===== src/rtl/mdio_c45_master.sv =====
module mdio_c45_master #(
  parameter int HALF_DIV = 4
) (
  input  logic        clk,
  input  logic        rst_n,
  input  logic        start,
  input  logic [1:0]  op,
  input  logic [4:0]  port_addr,
  input  logic [4:0]  dev_addr,
  input  logic [15:0] wdata,
  output logic        busy,
  output logic        done,
  output logic [15:0] rdata,
  output logic        mdc,
  output logic        mdio_o,
  output logic        mdio_oe,
  input  logic        mdio_i
);
  localparam int CW = (HALF_DIV > 1) ? $clog2(HALF_DIV) : 1;

  logic [CW-1:0] cnt;
  logic [5:0]    bitn;
  logic [63:0]   fr;
  logic          rd_flag;
  logic          oe_q;
  wire           hp_end = (cnt == CW'(HALF_DIV - 1));

  assign mdio_o  = fr[63];
  assign mdio_oe = oe_q;

  always_ff @(posedge clk) begin
    if (!rst_n) begin
      busy    <= 1'b0;
      done    <= 1'b0;
      rdata   <= '0;
      mdc     <= 1'b0;
      cnt     <= '0;
      bitn    <= '0;
      fr      <= '1;
      rd_flag <= 1'b0;
      oe_q    <= 1'b0;
    end else begin
      done <= 1'b0;
      if (!busy) begin
        if (start) begin
          busy    <= 1'b1;
          cnt     <= '0;
          mdc     <= 1'b0;
          bitn    <= '0;
          fr      <= {32'hFFFF_FFFF, 2'b00, op, port_addr, dev_addr, 2'b10, wdata};
          rd_flag <= op[1];
          oe_q    <= 1'b1;
        end
      end else if (!hp_end) begin
        cnt <= cnt + 1'b1;
      end else begin
        cnt <= '0;
        if (!mdc) begin
          mdc <= 1'b1;
          if (rd_flag && bitn >= 6'd48)
            rdata <= {rdata[14:0], mdio_i};
        end else begin
          mdc <= 1'b0;
          if (bitn == 6'd63) begin
            busy <= 1'b0;
            done <= 1'b1;
            fr   <= '1;
            oe_q <= 1'b0;
          end else begin
            bitn <= bitn + 1'b1;
            fr   <= {fr[62:0], 1'b1};
            oe_q <= (bitn < 6'd45) || !rd_flag;
          end
        end
      end
    end
  end

  assert_idle_release_R1: assert property (@(posedge clk) disable iff (!rst_n)
    !busy |-> (!mdio_oe && !mdc && mdio_o));

  assert_read_release_R6: assert property (@(posedge clk) disable iff (!rst_n)
    (busy && rd_flag && bitn >= 6'd46) |-> !mdio_oe);

  assert_done_pulse_R8: assert property (@(posedge clk) disable iff (!rst_n)
    done |-> (!busy && $past(busy)));

  assert_busy_ignore_R9: assert property (@(posedge clk) disable iff (!rst_n)
    (busy && start) |=> (busy && $stable(rd_flag)) || done);

  assert_fall_only_R10: assert property (@(posedge clk) disable iff (!rst_n)
    (busy && $past(busy) && !$fell(mdc)) |-> ($stable(mdio_o) && $stable(mdio_oe)));
endmodule


===== config.mk =====
export PLATFORM = sky130hd
export DESIGN_NAME = mdio_c45_master
export DESIGN_NICKNAME = d
export VERILOG_FILES = /design/src/rtl/mdio_c45_master.sv
export SDC_FILE = /design/constraint.sdc
export NUM_CORES = 1
export LEC_CHECK = 0
export BUFFER_PORTS_ARGS = -buffer_cell sky130_fd_sc_hd__buf_2
export CORE_MARGIN = 2
export CORE_UTILIZATION = 45
export DETAILED_ROUTE_END_ITERATION = 10
export HOLD_SLACK_MARGIN = 0.15
export MAX_ROUTING_LAYER = met4
export PLACE_DENSITY = 0.68
export SYNTH_ARGS = -nofsm -noshare
export SYNTH_HDL_FRONTEND = slang
export SYNTH_SLANG_ARGS = --single-unit

===== constraint.sdc =====
create_clock -name clk -period 1.6 [get_ports clk]
set_input_delay 0.16 -clock clk [delete_from_list [all_inputs] [get_ports clk]]
set_output_delay 0.16 -clock clk [all_outputs]
set_load 0.005 [all_outputs]

# Word level (Yosys, flattened, before mapping)
# Cells that the tools add are included.
# totals
reg_bits,93
inputBits,32
word_cells,58
# op_classes
addsub,2
magnitude_cmp,2
eq_ne,5
n_mux,28
n_bitwise,2
reduce_logical,10
# op_table
op,n
$mux W64,5
$mux W6,5
$mux W1,15
$reduce_and A4 Y1,3
$add A6 B1 Y6 const B,1
$eq A6 B6 Y1 const B,1
$ge A6 B6 Y1 const B,1
$lt A6 B6 Y1 const B,1
$mux W2,3
$ne A2 B1 Y1 const B,2
$reduce_and A2 Y1,2
$reduce_and A3 Y1,1
$add A2 B1 Y2 const B,1
$eq A2 B2 Y1 const B,1
$ne A2 B2 Y1 const B,1
$not A1 Y1,2
$reduce_bool A2 Y1,1
$logic_and A1 B1 Y1,1
$logic_not A1 Y1,1
$logic_or A1 B1 Y1,1

# Longest topological paths before layout
# depth
depth_word,6
depth_mapped,8
mapped_depth_nobuf,5

# Least setup slack after synthesis
# No wires, ideal clock.
# synth_timing
kind,reg-to-reg
start,reg cnt[0]
end,reg bitn[4]
setup_time_ns,0.130
arrival_time_ns,1.426
setup_slack_ns,0.044
path_stages_with_launch,8
n_path_buf,2
synth_period_minus_slack_ns,1.556
path_cell_list,dfxtp_1 > ha_1 > and3_1 > buf_4 > nor2_4 > buf_4 > a2111oi_0 > nor3_1
# synth_via
elab_chain_len,3
# synth_lines
element,line,rtl
"start, declared",21,logic [CW-1:0] cnt;
"start signal, assigned",55,cnt <= cnt + 1'b1;
$eq A2 B2 Y1,26,wire hp_end = (cnt == CW'(HALF_DIV - 1));
$ne A2 B1 Y1 (no line),--,
$reduce_and A4 Y1 (no line),--,
"end signal, assigned",70,bitn <= bitn + 1'b1;
"end, declared",22,logic [5:0] bitn;
# Every way passes these cells.
# A chain may end at the register's enable or synchronous reset.

# Worst setup path after layout
# layout_timing
start,reg bitn[0]
end,reg fr[56]
# layout_via
elab_chain_len,5
# layout_lines
element,line,rtl
$eq A6 B6 Y1,64,if (bitn == 6'd63) begin
$mux W64,64,
$mux W64,58,if (!mdc) begin
$mux W64,54,end else if (!hp_end) begin
$mux W64,44,if (!busy) begin
"end signal, assigned",50,"fr <= {32'hFFFF_FFFF, 2'b00, op, port_addr, dev_addr, 2'b10, wdata};"
"end signal, assigned",71,"fr <= {fr[62:0], 1'b1};"
"end, declared",23,logic [63:0] fr;
# Every way passes these cells. The select of a mux whose other input is x is not followed.

==> results_dict.tcl <==
set metrics [dict create \
    outcome "completed" \
    power_leakage_nw 1.71 \
    yosysMostFrequentCell "dfxtp_1" \
    max-cap-violations 0 \
    dpl-instance-area_um2 4030 \
    io_buffers 52 \
    antenna_found_initial 0 \
    core_area_um2 7690 \
    synth_top_family_by_area "simple AND/OR/NAND/NOR gates" \
    grt_pass1_wl_um 13700 \
    synth_compound_area_frac 0.177 \
    cts_htree_levels 3 \
    whs_endpoint "fr[21]" \
    r2r_setup_slack_ns 0.06 \
    clock_skew_ns 0.0103 \
    area.sequential_um2 1860 \
    viasPerCell 5.28 \
    finalHoldViolCount 0 \
    fin_util 0.597 \
    dr_total_vias 3183 \
    rr_worst_depth 6 \
    fin_setup_tns_ns 0 \
    place_hpwl_um 4960 \
    ys_seq_elements 93 \
    cts.sinks 93 \
    cts_made_buffers 9 \
    ys_seq_area_frac 0.524 \
    synth.avg_cell_area_um2 8.65 \
    setup_viol 0 \
    nets 531 \
    first_pass_iters 4 \
    drc_errors 0 \
    hold_depth 3 \
    cts-root-buf "clkbuf_8" \
    ir_drop_mv 0.589 \
    synth_edf_count 0 \
    die_h_um 92.9 \
    ant_nets 0 \
    yosysTopAreaCellShare 0.524 \
    cts_tree "built" \
    die_area_um2 8630 \
    syn-num-nets 446 \
    clock_path_buffers 2 \
    ys.flop_type "dfxtp_1" \
    clk_pin_slew_worst_paths_ns 0.09 \
    drive_above_1_share 0.216 \
    grt.total_usage 0.200 \
    fmax_mhz 651 \
    power.density_nw_per_um2 936 \
    timing.rr.end "fr[56]" \
    start_util 0.463 \
    slew_viol_final 0 \
    synthSimpleGateAreaFrac 0.188 \
    start_kind "flip-flop" \
    hold_path.startpoint "dev_addr[3]" \
    synth_top_area_cell "dfxtp_1" \
    dp_cells 557 \
    rsz0062_at_grt "yes" \
    crit_type "flip-flop to flip-flop" \
    area_growth_pct 29.2 \
    hold_path_class "input pin to flip-flop" \
    fin_cells 603 \
    ys_async_sr_fraction 0 \
    nFillCells 685 \
    grt_pass1_vias 2966 \
    rows 32 \
    gp_congestion 0.868 \
    yosys_warnings 0 \
    clk_latency_ns 0.36 \
    cp_max_fo 32 \
    required_ns 1.86 \
    min_period_ns 1.54 \
    routedWlPerCell_um 13.8 \
    yosys.area_share.adder 0.0106 \
    design_area_um2 4590 \
    post-cts-setup-buffers 0 \
    n_antenna_cell 0 \
    end_kind "flip-flop" \
    muxShareOfSynthArea 0.0482 \
    total_power_w 0.00430 \
    synthCells 411 \
    overflow 0 \
    cp_data_arrival_time_ns 1.80 \
    synth_xor_area_frac 0.00246 \
    drtIter0Drc 182 \
    tightestPinTransition_ns 0.408 \
    grt_max_degree 50 \
    synth_area_leaders "dfxtp_1 52%, o21ai_0 8.6%, nor2_1 8.4%, o22ai_1 4.9%, nor3_1 4.6%" \
    finalCritPeriodShare 0.961 \
    multi_input_area_um2 1550 \
    syn_area_um2 3560 \
    io_pins 53 \
    maxSlewHeadroom 0.727 \
    dieWidth_um 92.9 \
    wl_um 8330 \
    ys_types 40 \
    synth_common_cells "93 x dfxtp_1, 80 x nor2_1, 61 x o21ai_0, 33 x nor3_1, 28 x o22ai_1" \
    r2r_start "bitn[0]" \
]
repair_timing:
| action | 4_1_cts | 5_1_grt |
|---|---|---|
| hold buffers | 28 | 0 |
| gates resized for setup | 0 | 11 |
| hold endpoints to repair | 31 | 0 |
| endpoints found under the setup margin | 0 | 40 |
where the power goes:
| part | switching (W) | internal, W |
|---|---|---|
| Combinational | 0.000205 | 0.000191 |
| Clock | 0.000809 | 0.000695 |
| Sequential | 0.0000314 | 0.00237 |
worst max path at each step:
stage	cells past startpoint	startpoint	end
floorplan	7	cnt[0]	bitn[4]
global placement	5	bitn[0]	bitn[4]
detailed placement	5	bitn[0]	bitn[5]
CTS	5	cnt[0]	bitn[5]
global route	6	bitn[0]	fr[56]
finish	6	bitn[0]	fr[56]
cell type report:
| class | count | area share |
|---|---|---|
| clock buffers | 12 | 0.0360 |
| multi-input cells | 281 | 0.336 |
| inverters | 4 | 0.00327 |
| flip-flops and latches | 93 | 0.406 |
| well taps | 102 | 0.0278 |
| repair buffers | 107 | 0.184 |
| clock inverters | 4 | 0.00681 |
critical path, cell delays in order (launching register included):
cell,delay (ns)
dfxtp_1,0.34
ha_1,0.21
nand3_2,0.15
o21ai_4,0.25
buf_12,0.22
nor3_1,0.06
o21ai_0,0.21
cell families (layout without fill, tap and decap cells):
logic type	after synthesis	count (layout)
simple gates	148	148
compound gates	112	112
flops	93	93
buf+inv	37	127
mux	17	17
fa+ha+maj	3	3
xor+xnor	1	1
per-layer routing:
layer,routed length [um],up-vias,global-route usage
met5,0,-,-
met4,76,0,0.0625
met3,297,6,0.0456
met2,3950,66,0.323
met1,4000,1493,0.251
li1,-,1618,-
layout by cell type (no fill, tap or decap), drive strengths merged, types with 3 or more instances in the layout:
master and n:
a21oi 7, clkbuf 14, dlygate4sd3 28, o21ai 68
nand3 7, o22ai 28, nor3 33, mux2i 16
nor2 82, nand2 12, ha 3, buf 77
or4 3, inv 4, dfxtp 93, clkinvlp 3
through the flow:
step / hold slack (ns) / setup slack (ns)
final: 0.156 / 0.0630
after global routing: 0.196 / -0.0408
after CTS: 0.155 / 0.0205
after detailed placement: 0.398 / 0.0254
after global placement: 0.397 / 0.0695
after floorplan: 0.296 / 0.0438
state kept, by name, indices dropped and copies added, names as in the netlist:
signal	flops
fr	64
rdata	16
bitn	6
cnt	2
busy	1
done	1
mdc	1
mdio_oe	1
rd_flag	1
Note: power is estimated with default switching activity, not from simulation.
